$ cat config.mk
export PLATFORM = sky130hd
export DESIGN_NAME = fma16_pipe
export DESIGN_NICKNAME = d
export VERILOG_FILES = /design/src/rtl/fma16_pkg.sv /design/src/rtl/fma16_cla.sv /design/src/rtl/fma16_lzc.sv /design/src/rtl/fma16_shr_sticky.sv /design/src/rtl/fma16_pipe.sv
export SDC_FILE = /design/constraint.sdc
export NUM_CORES = 1
export LEC_CHECK = 0
export BUFFER_PORTS_ARGS = -buffer_cell sky130_fd_sc_hd__buf_2
export CAP_MARGIN = 20
export CORE_MARGIN = 5
export CORE_UTILIZATION = 55
export DETAILED_ROUTE_END_ITERATION = 12
export GPL_TIMING_DRIVEN = 0
export PLACE_DENSITY = 0.75
export SYNTH_ARGS = -nofsm -noshare
export SYNTH_HDL_FRONTEND = slang
export SYNTH_HIERARCHICAL = 1
export SYNTH_SLANG_ARGS = --single-unit
$ cat constraint.sdc
create_clock -name clk -period 5.9 [get_ports clk]
set_input_delay 0.295 -clock clk [delete_from_list [all_inputs] [get_ports clk]]
set_output_delay 0.295 -clock clk [all_outputs]
set_load 0.1 [all_outputs]
$ cat src/rtl/fma16_pkg.sv
package fma16_pkg;
   localparam int HP_EXP_W  = 5;
   localparam int HP_FRAC_W = 10;

   typedef enum logic {
      OP_ADD = 1'b0,
      OP_SUB = 1'b1
   } eff_op_e;
endpackage

$ cat src/rtl/fma16_cla.sv
module fma16_cla #(
   parameter int WIDTH   = 15,
   parameter int GROUP   = 4,
   parameter bit USE_CLA = 1'b1
) (
   input  logic [WIDTH-1:0] a_i,
   input  logic [WIDTH-1:0] b_i,
   output logic [WIDTH-1:0] sum_o
);
   if (GROUP < 2) begin : g_bad_group
      $error("fma16_cla: GROUP must be at least 2");
   end

   if (USE_CLA) begin : g_cla
      logic [WIDTH-1:0] carry;
      always_comb begin
         carry[0] = 1'b0;
         for (int i = 1; i < WIDTH; i++) begin
            int   base;
            logic gg;
            logic pp;
            base = ((i % GROUP) == 0) ? i - GROUP : (i / GROUP) * GROUP;
            gg = 1'b0;
            pp = 1'b1;
            for (int j = 0; j < WIDTH; j++) begin
               if (j >= base && j < i) begin
                  gg = (a_i[j] & b_i[j]) | ((a_i[j] ^ b_i[j]) & gg);
                  pp = pp & (a_i[j] ^ b_i[j]);
               end
            end
            carry[i] = gg | (pp & carry[base]);
         end
      end
      assign sum_o = a_i ^ b_i ^ carry;
   end else begin : g_ripple
      assign sum_o = a_i + b_i;
   end
endmodule

$ cat src/rtl/fma16_lzc.sv
module fma16_lzc #(
   parameter int WIDTH = 26,
   localparam int CW   = $clog2(WIDTH + 1)
) (
   input  logic [WIDTH-1:0] val_i,
   output logic [CW-1:0]    cnt_o
);
   always_comb begin
      cnt_o = CW'(WIDTH);
      for (int i = 0; i < WIDTH; i++) begin
         if (val_i[i]) cnt_o = CW'(WIDTH - 1 - i);
      end
   end
endmodule

$ cat src/rtl/fma16_shr_sticky.sv
module fma16_shr_sticky #(
   parameter int WIDTH = 26,
   parameter int SH_W  = 5
) (
   input  logic [WIDTH-1:0] val_i,
   input  logic [SH_W-1:0]  sh_i,
   output logic [WIDTH-1:0] val_o
);
   logic [WIDTH-1:0] shifted;
   logic [WIDTH-1:0] lost;

   assign shifted = val_i >> sh_i;
   assign lost    = val_i & ~({WIDTH{1'b1}} << sh_i);
   assign val_o   = {shifted[WIDTH-1:1], shifted[0] | (|lost)};
endmodule

$ cat src/rtl/fma16_pipe.sv
module fma16_pipe
   import fma16_pkg::*;
#(
   parameter int EXP_W   = HP_EXP_W,
   parameter int FRAC_W  = HP_FRAC_W,
   parameter int LOW_W   = 7,
   parameter int GUARD_W = 3,
   parameter bit USE_CLA = 1'b1,
   localparam int W      = 1 + EXP_W + FRAC_W
) (
   input  logic         clk,
   input  logic         rst,
   input  logic         in_valid,
   input  logic [W-1:0] a,
   input  logic [W-1:0] b,
   input  logic [W-1:0] c,
   output logic         out_valid,
   output logic [W-1:0] y
);
   localparam int MW    = FRAC_W + 1;
   localparam int PW    = 2 * MW;
   localparam int HI_W  = MW - LOW_W;
   localparam int PL_W  = MW + LOW_W;
   localparam int TOP_W = PW - LOW_W;
   localparam int FW    = PW + GUARD_W + 1;
   localparam int OFS   = FW - 1 - (PW - 2 + GUARD_W);
   localparam int EI_W  = EXP_W + 3;
   localparam int SH_W  = $clog2(FW + 1);
   localparam int BIAS  = (1 << (EXP_W - 1)) - 1;
   localparam int EMAX  = (1 << EXP_W) - 1;

   if (EXP_W < 3)                  begin : g_bad_exp   $error("EXP_W too small");       end
   if (LOW_W < 1 || LOW_W >= MW)   begin : g_bad_low   $error("LOW_W out of range");    end
   if (GUARD_W < 3)                begin : g_bad_guard $error("GUARD_W must be >= 3");  end

   function automatic logic [SH_W-1:0] clamp_sh(input logic signed [EI_W-1:0] d);
      if (d <= 0)                         return '0;
      else if (d >= $signed(EI_W'(FW)))   return SH_W'(FW);
      else                                return SH_W'(d);
   endfunction

   // ---------------- stage 1: low product bits, exponent calculation
   logic [EXP_W-1:0] ea, eb, ec;
   logic [MW-1:0]    ma, mb, mc;
   logic             pz, cz;
   logic signed [EI_W-1:0] ep_c, ec_c, emax_c;
   logic [PL_W-1:0]  pl_c;

   assign ea = a[W-2 -: EXP_W];
   assign eb = b[W-2 -: EXP_W];
   assign ec = c[W-2 -: EXP_W];
   assign pz = (ea == '0) || (eb == '0);
   assign cz = (ec == '0);
   assign ma = (ea == '0) ? '0 : {1'b1, a[FRAC_W-1:0]};
   assign mb = (eb == '0) ? '0 : {1'b1, b[FRAC_W-1:0]};
   assign mc = cz ? '0 : {1'b1, c[FRAC_W-1:0]};
   assign pl_c = PL_W'(ma) * PL_W'(mb[LOW_W-1:0]);

   always_comb begin
      ep_c = $signed(EI_W'(ea)) + $signed(EI_W'(eb)) - $signed(EI_W'(BIAS));
      ec_c = $signed(EI_W'(ec));
      if (pz)                emax_c = ec_c;
      else if (cz)           emax_c = ep_c;
      else if (ep_c > ec_c)  emax_c = ep_c;
      else                   emax_c = ec_c;
   end

   logic                   s1_v, s1_sp;
   eff_op_e                s1_op;
   logic signed [EI_W-1:0] s1_e;
   logic [SH_W-1:0]        s1_dp, s1_dc;
   logic [MW-1:0]          s1_ma, s1_mc;
   logic [HI_W-1:0]        s1_mbhi;
   logic [LOW_W-1:0]       s1_plo;
   logic [MW-1:0]          s1_phi;

   always_ff @(posedge clk) begin
      if (rst) begin
         s1_v <= 1'b0; s1_sp <= 1'b0; s1_op <= OP_ADD; s1_e <= '0;
         s1_dp <= '0; s1_dc <= '0; s1_ma <= '0; s1_mc <= '0;
         s1_mbhi <= '0; s1_plo <= '0; s1_phi <= '0;
      end else begin
         s1_v    <= in_valid;
         s1_sp   <= a[W-1] ^ b[W-1];
         s1_op   <= ((a[W-1] ^ b[W-1]) != c[W-1]) ? OP_SUB : OP_ADD;
         s1_e    <= emax_c;
         s1_dp   <= pz ? '0 : clamp_sh(emax_c - ep_c);
         s1_dc   <= cz ? '0 : clamp_sh(emax_c - ec_c);
         s1_ma   <= ma;
         s1_mc   <= mc;
         s1_mbhi <= mb[MW-1:LOW_W];
         s1_plo  <= pl_c[LOW_W-1:0];
         s1_phi  <= pl_c[PL_W-1:LOW_W];
      end
   end

   // ---------------- stage 2: upper product bits, alignment
   logic [TOP_W-1:0] hi_pp, top_c;
   logic [FW-1:0]    xa_c, ca_c, xs_c, cs_c;

   assign hi_pp = TOP_W'(s1_ma) * TOP_W'(s1_mbhi);

   fma16_cla #(.WIDTH(TOP_W), .USE_CLA(USE_CLA)) u_cla (
      .a_i(TOP_W'(s1_phi)), .b_i(hi_pp), .sum_o(top_c));

   assign xa_c = {1'b0, top_c, s1_plo, {GUARD_W{1'b0}}};
   assign ca_c = {2'b00, s1_mc, {FRAC_W{1'b0}}, {GUARD_W{1'b0}}};

   fma16_shr_sticky #(.WIDTH(FW), .SH_W(SH_W)) u_shp (.val_i(xa_c), .sh_i(s1_dp), .val_o(xs_c));
   fma16_shr_sticky #(.WIDTH(FW), .SH_W(SH_W)) u_shc (.val_i(ca_c), .sh_i(s1_dc), .val_o(cs_c));

   logic                   s2_v, s2_sp;
   eff_op_e                s2_op;
   logic signed [EI_W-1:0] s2_e;
   logic [FW-1:0]          s2_x, s2_c;

   always_ff @(posedge clk) begin
      if (rst) begin
         s2_v <= 1'b0; s2_sp <= 1'b0; s2_op <= OP_ADD; s2_e <= '0; s2_x <= '0; s2_c <= '0;
      end else begin
         s2_v <= s1_v; s2_sp <= s1_sp; s2_op <= s1_op; s2_e <= s1_e; s2_x <= xs_c; s2_c <= cs_c;
      end
   end

   // ---------------- stage 3: add/subtract, sign, leading-zero count
   logic [FW-1:0]   sum_c, dxc_c, dcx_c, mag_c;
   logic            cgt_c, sign_c;
   logic [SH_W-1:0] lz_c;

   assign sum_c = s2_x + s2_c;
   assign dxc_c = s2_x - s2_c;
   assign dcx_c = s2_c - s2_x;
   assign cgt_c = s2_c > s2_x;

   always_comb begin
      if (s2_op == OP_SUB) begin
         mag_c  = cgt_c ? dcx_c : dxc_c;
         sign_c = cgt_c ? ~s2_sp : s2_sp;
      end else begin
         mag_c  = sum_c;
         sign_c = s2_sp;
      end
   end

   fma16_lzc #(.WIDTH(FW)) u_lzc (.val_i(mag_c), .cnt_o(lz_c));

   logic                   s3_v, s3_s, s3_z;
   logic signed [EI_W-1:0] s3_e;
   logic [FW-1:0]          s3_m;
   logic [SH_W-1:0]        s3_lz;

   always_ff @(posedge clk) begin
      if (rst) begin
         s3_v <= 1'b0; s3_s <= 1'b0; s3_z <= 1'b0; s3_e <= '0; s3_m <= '0; s3_lz <= '0;
      end else begin
         s3_v <= s2_v; s3_s <= sign_c; s3_z <= (mag_c == '0);
         s3_e <= s2_e; s3_m <= mag_c; s3_lz <= lz_c;
      end
   end

   // ---------------- stage 4: normalize, round, overflow
   logic [FW-1:0]          norm_c;
   logic [MW-1:0]          mant_c;
   logic                   grd_c, stk_c, up_c, rc_c, ovf_c, unf_c;
   logic [FRAC_W-1:0]      frac_c;
   logic signed [EI_W-1:0] er_c;
   logic [W-1:0]           res_c;

   assign norm_c = s3_m << s3_lz;
   assign mant_c = norm_c[FW-1 -: MW];
   assign grd_c  = norm_c[FW-MW-1];
   assign stk_c  = |norm_c[FW-MW-2:0];
   assign up_c   = grd_c & (stk_c | mant_c[0]);
   assign rc_c   = up_c & (&mant_c);
   assign frac_c = mant_c[FRAC_W-1:0] + FRAC_W'(up_c);
   assign er_c   = s3_e + $signed(EI_W'(OFS)) - $signed(EI_W'(s3_lz)) + $signed(EI_W'(rc_c));
   assign ovf_c  = er_c >= $signed(EI_W'(EMAX));
   assign unf_c  = er_c <= $signed(EI_W'(0));

   always_comb begin
      if (s3_z)       res_c = '0;
      else if (ovf_c) res_c = {s3_s, {EXP_W{1'b1}}, {FRAC_W{1'b0}}};
      else if (unf_c) res_c = {s3_s, {(W-1){1'b0}}};
      else            res_c = {s3_s, er_c[EXP_W-1:0], frac_c};
   end

   always_ff @(posedge clk) begin
      if (rst) begin
         out_valid <= 1'b0;
         y         <= '0;
      end else begin
         out_valid <= s3_v;
         if (s3_v) y <= res_c;
      end
   end
endmodule

### Word-level counts from Yosys, hierarchy flattened

Index checks and enable logic that the tools add are counted.

| storage, ports and cells | value |
|---|---|
| bits in registers | 187 |
| output and inout bits | 17 |
| logic and storage cells | 197 |

| operators by class | value |
|---|---|
| add/subtract/negate cells | 11 |
| multipliers | 2 |
| $lt $le $gt $ge | 8 |
| equality and inequality tests | 1 |
| shift-type cells | 5 |
| multiplexer cells | 41 |
| bitwise logic cells | 76 |
| reductions and logical operators | 20 |

Operators by type and width:

| operator | count |
|---|---|
| $mux W4 | 16 |
| $mux W26 | 2 |
| $not A26 Y26 | 2 |
| $reduce_or A26 Y1 | 2 |
| $shl A26 B5 Y26 const A | 2 |
| $sub A26 B26 Y26 | 2 |
| $and A1 B1 Y1 | 39 |
| $mux W11 | 3 |
| $mux W15 | 2 |
| $add A26 B26 Y26 | 1 |
| $and A24 B26 Y26 | 1 |
| $and A25 B26 Y26 | 1 |
| $gt A26 B26 Y1 | 1 |
| $logic_not A26 Y1 | 1 |
| $shl A26 B5 Y26 | 1 |
| $shr A24 B5 Y26 | 1 |
| $shr A25 B5 Y26 | 1 |
| $ge A8 B6 Y1 const B | 3 |
| $le A8 B1 Y1 const B | 3 |
| $mux W8 | 3 |
| $or A1 B1 Y1 | 19 |
| $mul A11 B7 Y18 | 1 |
| $reduce_or A17 Y1 | 1 |
| $mux W16 | 1 |
| other kinds (27) | 55 |

### Depth between registers and ports, before layout

Gate-level depths: netlist (run 1).

| depth | value |
|---|---|
| depth in word-level cells | 28 |
| depth in mapped cells | 31 |
| mapped depth without buffers | 30 |

### Cells and area by module

Netlist (run 1), hierarchy kept.

Modules (own cells, without submodules):

| module | instances | cells an instance | area each (um2) |
|---|---|---|---|
| fma16_pipe | 1 | 1806 | 15067.0 |
| fma16_shr_sticky | 2 | 201 | 1550.2 |
| fma16_cla | 1 | 59 | 544.3 |
| fma16_lzc | 1 | 50 | 279.0 |

### Least setup slack after synthesis (run 1)

No wires, ideal clock.

| path | value |
|---|---|
| kind | register -> register |
| start point | register s1_mbhi[1] |
| end point | register s2_x[0] |
| setup time | 128 ps |
| arrival | 5872 ps |
| setup slack | -100 ps |
| cell stages (with the launch flop) | 28 |
| cell sequence | dfxtp_1 > clkbuf_1 > nand2_1 > fa_1 > fa_1 > inv_1 > ha_1 > a21o_1 > a21oi_1 > o21bai_1 > a21oi_1 > o21bai_1 > a21oi_1 > o21bai_1 > a21oi_1 > xnor2_1 > ha_1 > a21oi_1 > o21ai_0 > or2_2 > fa_1 > xor2_1 > mux2_2 > mux4_2 > nor2_2 > o211ai_1 > a211o_1 > nor2b_1 |

RTL lines:

| item | line | text |
|---|---|---|
| start: declaration | fma16_pipe.sv:73 | `logic [HI_W-1:0] s1_mbhi;` |
| start signal: assignment | fma16_pipe.sv:91 | `s1_mbhi <= mb[MW-1:LOW_W];` |
| $mul A11 B4 Y15 * | fma16_pipe.sv:101 | `assign hi_pp = TOP_W'(s1_ma) * TOP_W'(s1_mbhi);` |
| named net hi_pp[11] | fma16_pipe.sv:98 | `logic [TOP_W-1:0] hi_pp, top_c;` |
| $and A1 B1 Y1 | fma16_cla.sv:28 | `pp = pp & (a_i[j] ^ b_i[j]);` |
| $and A1 B1 Y1 | fma16_cla.sv:31 | `carry[i] = gg \| (pp & carry[base]);` |
| $or A1 B1 Y1 * | fma16_cla.sv:31 |  |
| $and A1 B1 Y1 * | fma16_cla.sv:31 |  |
| $xor A15 B15 Y15 * | fma16_cla.sv:34 | `assign sum_o = a_i ^ b_i ^ carry;` |
| named net top_c[13] | fma16_pipe.sv:98 |  |
| parallel branches: the longest is 2 deep, another holds $shr A25 B5 Y26 | n/a |  |
| $or A1 B1 Y1 * | fma16_shr_sticky.sv:14 | `assign val_o = {shifted[WIDTH-1:1], shifted[0] \| (\|lost)};` |
| named net xs_c[0] | fma16_pipe.sv:99 | `logic [FW-1:0] xa_c, ca_c, xs_c, cs_c;` |
| end signal: assignment | fma16_pipe.sv:119 | `s2_v <= 1'b0; s2_sp <= 1'b0; s2_op <= OP_ADD; s2_e <= '0; s2_x <= '0; s2_c <= '0;` |
| end signal: assignment | fma16_pipe.sv:121 | `s2_v <= s1_v; s2_sp <= s1_sp; s2_op <= s1_op; s2_e <= s1_e; s2_x <= xs_c; s2_c <= cs_c;` |
| end: declaration | fma16_pipe.sv:115 | `logic [FW-1:0] s2_x, s2_c;` |

Mark *: on every way through the listed nets, which the timed path passes.
A chain may end at the register's enable or synchronous reset.

### Worst setup path after layout (run 1)

| path | value |
|---|---|
| start point | register s1_mbhi[2] |
| end point | register s2_x[0] |

RTL lines:

| item | line |
|---|---|
| $mul A11 B4 Y15 * | fma16_pipe.sv:101 |
| named net hi_pp[10] | fma16_pipe.sv:98 |
| $xor A1 B1 Y1 | fma16_cla.sv:27, fma16_cla.sv:28 |
| $and A1 B1 Y1, on equally long branches | fma16_cla.sv:27, fma16_cla.sv:28 |
| $or A1 B1 Y1 or $and A1 B1 Y1 (tied branches) | fma16_cla.sv:27, fma16_cla.sv:28 |
| $and A1 B1 Y1, on equally long branches | fma16_cla.sv:27, fma16_cla.sv:31 |
| $or A1 B1 Y1 * | fma16_cla.sv:31 |
| $and A1 B1 Y1 * | fma16_cla.sv:31 |
| $xor A15 B15 Y15 * | fma16_cla.sv:34 |
| named net top_c[13] | fma16_pipe.sv:98 |
| parallel branches: the longest is 2 deep, another holds $shr A25 B5 Y26 | n/a |
| $or A1 B1 Y1 * | fma16_shr_sticky.sv:14 |
| named net xs_c[0] | fma16_pipe.sv:99 |

Marks and branches as above.

==> results of run 1 <==
==> metrics by stage <==
step / hold slack [ns] / power (W) / instances / cell area (um^2) / setup TNS [ns]
3_5_place_dp: 0.4295 / 0.009788 / 2944 / 20290 / -18.39
2_1_floorplan: 0.4138 / 0.007778 / 2422 / 19390 / 0
5_1_grt: 0.02516 / 0.01238 / 3009 / 21520 / -1.107
3_3_place_gp: 0.4182 / 0.009667 / 2944 / 20290 / -13.94
4_1_cts: 0.02125 / 0.01115 / 2999 / 21300 / -0.2420
6_report: 0.02813 / 0.01155 / 3009 / 21520 / -0.1100
==> how the worst max path moves through the flow <==
stage	slack [ns]	end	cells past startpoint	start
floorplan	0.01	s2_x[0]	27	s1_mbhi[1]
detailed placement	-0.79	s2_x[0]	27	s1_mbhi[1]
global placement	-0.73	s2_x[0]	27	s1_mbhi[1]
global route	-0.26	s2_x[0]	27	s1_mbhi[3]
finish	-0.08	s2_x[0]	26	s1_mbhi[2]
CTS	-0.19	s2_x[0]	27	s1_mbhi[3]
==> synthesized netlist by cell type (7+ instances only) <==
master     number
or2_2           7
xor2_1         23
a22oi_1         7
mux2i_1        57
o21ai_1        15
buf_2          19
a211oi_1       23
xnor2_1        56
a2111oi_0       9
buf_4           8
a21oi_1       188
o21a_1         19
ha_1          184
a21o_1         23
mux2_1         10
nand4_1        11
nand2_1       169
clkbuf_1       69
a31oi_1        23
o22ai_1        22
o211ai_1       13
nor2_1        211
o21ai_0        88
nor4_1         21
mux4_2         52
nor3_1         41
buf_1          15
nand3_1        27
o31ai_1        16
and2_1         74
and3_1         33
o21bai_1       23
nand2b_1       22
mux2_2         15
dfxtp_1       184
nor2b_1       112
inv_1         223
a211o_1         7
fa_1           75
==> registers in the layout (all words and copies together), names as in the netlist, 11 cells and up <==
| register | count |
|---|---|
| s1_ma | 11 |
| s1_mc | 11 |
| s1_phi | 11 |
| s2_c | 26 |
| s2_x | 26 |
| s3_m | 26 |
| y | 16 |
==> area by class of cell <==
cell class,instances,area share [%]
multi-input cells,1893,67.85
repair buffers,104,2.925
flip-flops and latches,184,17.18
clock inverters,15,0.9537
well taps,455,2.646
plain buffers,113,2.489
clock buffers,17,1.977
inverters,228,3.977
==> cells by family (layout without fill, tap and decap cells) <==
group	Yosys count	count (layout)	synth area share, %
buf+inv	345	477	7.339
flops	184	184	19.40
fa+ha+maj	259	259	20.03
mux	140	140	11.13
other cells	1	106	0.01975
compound gates	545	545	18.19
xor+xnor	79	79	3.643
simple gates	764	764	20.25
==> metal layers <==
layer | global-route usage, % | up-vias | routed length, um
li1 | - | 8395 | -
met1 | 35.66 | 8479 | 22960
met2 | 51.01 | 706 | 27910
met3 | 4.396 | 157 | 3675
met4 | 10.99 | 0 | 2282
met5 | 0 | - | 0
==> where the power goes <==
part	switching, W	internal (W)	leakage (nW)
logic	0.00511	0.00333	8.00
registers	0.000338	0.00157	1.52
clock network	0.000614	0.000589	0.300
total	0.00606	0.00549	9.82
==> what timing repair did <==
action	in CTS	in global routing
buffers inserted	26	13
resized for setup	47	53
setup endpoints to repair	40	51
hold endpoints to repair	0	0
pin swaps	21	26
==> flow_metrics.tcl, run 1 <==
set metrics [dict create \
    grt.total_usage_pct 28.91 \
    fp.coreArea_um2 34290 \
    syn_area_um2 18990 \
    p_leak_nw 9.816 \
    grt_pass1_wl_mm 90.81 \
    fin_util_pct 62.75 \
    multi_input_area_um2 14600 \
    drt_iter0_markers 1340 \
    slowest_stage "fa_1" \
    drc 0 \
    io_buffers 67 \
    vias 17740 \
    vdd_ir_drop_max_mv 0.3197 \
    cts_sinks 184 \
    synth-edff-count 0 \
    h-tree-depth 4 \
    hold_viol 0 \
    tightest_slew_ns 0.8204 \
    max_stage_delay_ns 0.52 \
    numCtsBuffers 17 \
    critPathKind "register to register" \
    rows 68 \
    setup_violations 2 \
    first_pass_iters 8 \
    insertion_delay_ns 0.46 \
    rsz0062_at_grt "true" \
    fin_nets 2851 \
    postSynthAreaPerCell_um2 8.196 \
    pin_count 68 \
    seq_area_um2 3697 \
    powerDensity_nw_per_um2 536.8 \
    die_area_um2 38350 \
    pre_cts_ws_ns -0.7878 \
    reg2regPathDepth 26 \
    final.setup.worst_slack_ns -0.07713 \
    dp_hpwl_mm 45.46 \
    route.detailed.wl_per_inst_um 18.89 \
    clk_pin_slew_ns 0.08 \
    max_cap_viol_count 0 \
    grt_overflow 0 \
    synthCells 2317 \
    synth_ff_type "dfxtp_1" \
    grt_pass1_vias 17660 \
    hold_start "c[8]" \
    wirelength_mm 56.83 \
    min_period_over_period_pct 101.3 \
    synth_top_area_cell "dfxtp_1" \
    outcome "finished with violations" \
    fin_skew_ns 0.02275 \
    hold-path-endpoint "s1_mc[8]" \
    fillers 2959 \
    tritoncts "done" \
    crit_family "adder cells" \
    maxSlewViolCount 0 \
    synthTopCellsByArea "dfxtp_1, ha_1, fa_1" \
    layout_common_cells "inv_1, nor2_1, a21oi_1, ha_1, dfxtp_1" \
    timing.fmax_mhz 167.3 \
    end_kind "register" \
    max-slew-margin-rel_pct 45.31 \
    ys_ff_latch 184 \
    cts-root-buf "clkbuf_16" \
    violations "setup timing" \
    min_path_type "input port to register" \
    final_common_cell "inv_1" \
    ctsHoldBuffers 0 \
    crit_buf_inv 1 \
    start_util_pct 55.39 \
    worstSetupStartpointType "register" \
    die_w_um 195.8 \
    crit_arrival_ns 6.29 \
    clockBufferDepth 2 \
    ant_nets 0 \
    min_path_cells 2 \
    async_reset_ff_share_pct 0 \
    num_antenna_cells 0 \
    synth_cell_type_count 93 \
    grt_max_degree 23 \
    area_growth_pct 13.30 \
    crit_fanout 6 \
    yosysWarnings 6 \
    r2r_end "s2_x[0]" \
    die_h_um 195.8 \
    synth_top_area_share_pct 19.40 \
    r2r_start "s1_mbhi[2]" \
    vias_per_cell 5.895 \
    drive_gt1_share_pct 13.47 \
    rrSetupSlack_ns -0.08 \
    antenna_found_initial 0 \
    place_congestion 0.9936 \
    period_minus_slack_ns 5.977 \
    ys_seq_area_share_pct 19.40 \
    critical_path_required_ns 6.22 \
]
(Power assumes the default switching activity.)
==> run 2, diff against run 1 <==
- PLACE_DENSITY: 0.75 -> 0.83
==> run 2 against run 1 <==
  * The flow still finishes with violations (setup timing)
  * Cell area decreased by 0.26%
  * Total power decreased by 0.47%
  * Non-clock buffer count decreased by 10
  * First-iteration DRC count increased by 23%
  * Largest cell class unchanged
==> flow_metrics.tcl, run 2 (synthesized netlist as in run 1, its figures left out) <==
set metrics [dict create \
    outcome "finished with violations" \
    violations "setup timing" \
    final_cells 2998 \
    netSwitchingFraction_pct 52.00 \
    grt.total_usage_pct 29.02 \
    critPathKind "register to register" \
    vias_per_cell 6.002 \
    min_path_type "input port to register" \
    fin_skew_ns 0.01123 \
    tritoncts "done" \
    grt_overflow 0 \
    fin_nets 2841 \
    drive_gt1_share_pct 13.37 \
    layout_common_cells "inv_1, nor2_1, ha_1, dfxtp_1, a21oi_1" \
    place_congestion 1.023 \
    end_kind "register" \
    critPathCapture "s2_x[0]" \
    crit_buf_inv 2 \
    r2r_end "s2_x[0]" \
    r2r_start "s1_mbhi[2]" \
    total_power_w 0.01149 \
    powerDensity_nw_per_um2 535.6 \
    crit_family "adder cells" \
    ant_nets 0 \
    crit_fanout 6 \
    worstSetupStartpointType "register" \
    drc 0 \
    cts_sinks 184 \
    wirelength_mm 57.46 \
    clkPwrFrac_pct 10.1 \
    die_w_um 195.8 \
    min_period_over_period_pct 104.0 \
    drt_iter0_markers 1653 \
    grt_pass1_wl_mm 91.48 \
    rsz0062_at_grt "true" \
    rrSetupSlack_ns -0.24 \
    tightest_slew_ns 0.8869 \
    slowest_stage "mux4_2" \
    holdWs_ns 0.03204 \
    io_buffers 67 \
    route.detailed.wl_per_inst_um 19.16 \
    pin_count 68 \
    die_h_um 195.8 \
    final.setup.worst_slack_ns -0.2370 \
    rows 68 \
    cts-root-buf "clkbuf_16" \
    grt_max_degree 19 \
    path_depth 28 \
    pwr-share-comb_pct 73.5 \
    crit_top_cell "ha_1" \
    dp_hpwl_mm 45.31 \
    vias 17990 \
    power_switching_w 0.005977 \
    maxSlewViolCount 0 \
    period_minus_slack_ns 6.137 \
    area_growth_pct 13.01 \
    vdd_ir_drop_max_mv 0.3275 \
    grt_pass1_vias 17870 \
    antenna_found_initial 4 \
    hold_start "c[7]" \
    first_pass_iters 6 \
    crit_arrival_ns 6.46 \
    max-slew-margin-rel_pct 40.87 \
    clockBufferDepth 2 \
    p_leak_nw 9.788 \
    num_antenna_cells 0 \
    fp.coreArea_um2 34290 \
    max_stage_delay_ns 0.52 \
    hold_viol 0 \
    h-tree-depth 4 \
    max_cap_viol_count 0 \
    final_common_cell "inv_1" \
    setup_tns_ns -1.331 \
    numCtsBuffers 17 \
    timing.fmax_mhz 162.9 \
    p_int_w 0.005518 \
    die_area_um2 38350 \
    setup_violations 9 \
    ctsHoldBuffers 0 \
    dp_cells 2944 \
    reg2regPathDepth 28 \
    power_frac_seq_pct 16.4 \
    crit_path_start "s1_mbhi[2]" \
    start_util_pct 55.39 \
    reg_top3 "s2_c x26, s2_x x26, s3_m x26" \
    insertion_delay_ns 0.46 \
    clk_pin_slew_ns 0.08 \
    critical_path_required_ns 6.22 \
]
-- run 2: changes by cell type in the layout (fill, tap and decap cells not counted), moves of 4 or more --
cell,delta
inv_12,-4
a21oi_1,-4
clkinv_8,-4
buf_4,-11
-- run 2: stage by stage --
step	cell area, um^2	utilization (%)	setup WS [ns]
after floorplan	19390	-	0.01329
after global routing	21460	62.59	-0.4224
after global placement	20290	59.18	-0.6121
final	21460	62.59	-0.2370
after CTS	21190	61.79	-0.2091
after detailed placement	20290	59.18	-0.7186
-- run 2: timing repair --
item,CTS,global route
setup buffers,18,9
resized for setup,45,66
pin swaps,22,32
endpoints found under the setup margin,41,54
-- run 2: layout make-up --
type / instances / area (um^2)
clock inverters: 13 / 150.1
plain buffers: 113 / 548.0
repair buffers: 94 / 549.3
inverters: 228 / 855.8
fillers: 2929 / 12830
multi-input cells: 1893 / 14660
well taps: 455 / 569.3
clock buffers: 18 / 439.2
flip-flops and latches: 184 / 3690
-- run 2: worst min-delay path by stage --
| stage | endpoint | slack, ns | cells past startpoint |
|---|---|---|---|
| 2_1_floorplan | s2_e[0] | 0.41 | 1 |
| 3_3_place_gp | s3_v | 0.42 | 1 |
| 3_5_place_dp | s2_e[2] | 0.42 | 1 |
| 4_1_cts | s1_mc[7] | 0.02 | 2 |
| 5_1_grt | s1_mc[2] | 0.03 | 2 |
| 6_report | s1_mc[7] | 0.03 | 2 |
-- run 2: power by group through the flow --
stage          logic [W]  clock network, W  registers, W
2_1_floorplan    0.00598                 0       0.00180
3_3_place_gp     0.00773                 0       0.00188
3_5_place_dp     0.00786                 0       0.00190
4_1_cts          0.00801           0.00118       0.00187
5_1_grt          0.00916           0.00123       0.00191
6_report         0.00845           0.00117       0.00188
-- run 2: metal layers --
layer  GRT usage (%)  up-vias  wire length, um
li1                -     8379                -
met1           36.36     8513            22870
met2           49.81      902            27700
met3           4.997      194             4423
met4           11.66        6             2419
met5               0        -               41
==> run 3, diff against run 2 <==
- RECOVER_POWER: default -> 50
==> run 3 against run 2 <==
  * The run still ends with setup timing left
  * Combinational power barely moved
  * Maximum frequency barely moved
  * Die area did not move
  * Highest routed layer unchanged
  * Worst hold slack got worse by 0.0031 ns
  * Clock power hardly changed
  * Critical path type unchanged
  * Largest power group unchanged
==> flow_metrics.tcl, run 3 (synthesized netlist as in run 1, its figures left out) <==
set metrics [dict create \
    rrSetupSlack_ns -0.24 \
    worstSetupStartpointType "register" \
    min_period_over_period_pct 104.1 \
    critical_path_required_ns 6.22 \
    fp.coreArea_um2 34290 \
    rows 68 \
    crit_fanout 6 \
    total_power_w 0.01149 \
    fin_skew_ns 0.01288 \
    pin_count 68 \
    dp_hpwl_mm 45.31 \
    vdd_ir_drop_max_mv 0.3272 \
    drc 0 \
    cts_sinks 184 \
    crit_path_start "s1_mbhi[2]" \
    layout_common_cells "inv_1, nor2_1, ha_1, dfxtp_1, a21oi_1" \
    pre_cts_ws_ns -0.7186 \
    route.detailed.wl_per_inst_um 19.20 \
    p_leak_nw 9.664 \
    r2r_end "s2_x[1]" \
    clk_pin_slew_ns 0.08 \
    ctsHoldBuffers 0 \
    die_h_um 195.8 \
    path_depth 29 \
    r2r_start "s1_mbhi[2]" \
    clockBufferDepth 2 \
    max_cap_viol_count 0 \
    end_kind "register" \
    min_path_type "input port to register" \
    crit_arrival_ns 6.46 \
    critPathCapture "s2_x[1]" \
    grt_max_degree 19 \
    grt_pass1_wl_mm 91.48 \
    vias_per_cell 6.016 \
    final.setup.worst_slack_ns -0.2414 \
    cts-root-buf "clkbuf_16" \
    grt_pass1_vias 17870 \
    fillers 2948 \
    tritoncts "done" \
    maxSlewViolCount 0 \
    die_area_um2 38350 \
    crit_buf_inv 3 \
    antenna_found_initial 4 \
    final_common_cell "inv_1" \
    vias 18040 \
    die_w_um 195.8 \
    outcome "finished with violations" \
    fin_util_pct 62.43 \
    grt_overflow 0 \
    drt_iter0_markers 1724 \
    rsz0062_at_grt "true" \
    wirelength_mm 57.55 \
    timing.fmax_mhz 162.8 \
    fin_nets 2841 \
    powerDensity_nw_per_um2 536.5 \
    numCtsBuffers 17 \
    max-slew-margin-rel_pct 21.97 \
    ant_nets 0 \
    io_buffers 67 \
    grt.total_usage_pct 29.02 \
    num_antenna_cells 0 \
    setup_violations 10 \
    hold_viol 0 \
    tightest_slew_ns 1.175 \
    period_minus_slack_ns 6.141 \
    crit_family "adder cells" \
    slowest_stage "mux4_2" \
    area_growth_pct 12.72 \
    reg2regPathDepth 29 \
    violations "setup timing" \
    start_util_pct 55.39 \
    crit_top_cell "ha_1" \
    reg_top3 "s2_c x26, s2_x x26, s3_m x26" \
    critPathKind "register to register" \
    h-tree-depth 4 \
    max_stage_delay_ns 0.52 \
    drive_gt1_share_pct 12.19 \
    place_congestion 1.023 \
    insertion_delay_ns 0.46 \
    first_pass_iters 7 \
]
-- run 3: layout make-up --
| class | instances | area [um^2] | share of cell area [%] |
|---|---|---|---|
| Clock buffer | 18 | 439.2 | 2.052 |
| Multi-Input combinational cell | 1893 | 14650 | 68.43 |
| Buffer | 113 | 529.3 | 2.472 |
| Timing Repair Buffer | 94 | 524.3 | 2.449 |
| Inverter | 228 | 855.8 | 3.998 |
| Sequential cell | 184 | 3690 | 17.24 |
| Tap cell | 455 | 569.3 | 2.659 |
| Clock inverter | 13 | 150.1 | 0.7014 |
-- run 3: where the power goes --
| part | internal [W] | switching, W | leakage (nW) |
|---|---|---|---|
| registers | 0.00157 | 0.000312 | 1.52 |
| clock network | 0.000611 | 0.000556 | 0.284 |
| logic | 0.00332 | 0.00511 | 7.86 |
| total | 0.00550 | 0.00598 | 9.66 |
-- run 3: repair_timing --
action | CTS | global route
endpoints found under the hold margin | 0 | 0
gates resized for setup | 45 | 66
setup buffers | 18 | 9
pin swaps | 22 | 32
endpoints found under the setup margin | 41 | 54
-- run 3: metal layers --
| layer | wire, um | track usage, % | vias to the layer above | part of all wire [%] |
|---|---|---|---|---|
| met5 | 41 | 0 | - | 0.071 |
| met4 | 2357 | 11.66 | 6 | 4.1 |
| met3 | 4401 | 4.997 | 192 | 7.6 |
| met2 | 27700 | 49.81 | 897 | 48 |
| met1 | 23060 | 36.36 | 8569 | 40 |
| li1 | - | - | 8373 | - |
-- run 3: worst min path at each step --
| stage | startpoint | end | slack (ns) | cells after the start |
|---|---|---|---|---|
| after global placement | s2_v | s3_v | 0.42 | 1 |
| after global routing | c[2] | s1_mc[2] | 0.03 | 2 |
| after detailed placement | s1_e[2] | s2_e[2] | 0.42 | 1 |
| after floorplan | s1_e[0] | s2_e[0] | 0.41 | 1 |
| final | c[7] | s1_mc[7] | 0.03 | 2 |
| after CTS | c[7] | s1_mc[7] | 0.02 | 2 |
-- run 3: metrics by stage --
step	setup TNS, ns	area (um^2)	hold WS (ns)	std cells
5_1_grt	-5.103	21410	0.03357	2998
3_3_place_gp	-10.57	20290	0.4186	2944
2_1_floorplan	0	19390	0.4138	2422
6_report	-1.399	21410	0.02894	2998
3_5_place_dp	-19.73	20290	0.4204	2944
4_1_cts	-0.6087	21190	0.01940	2992
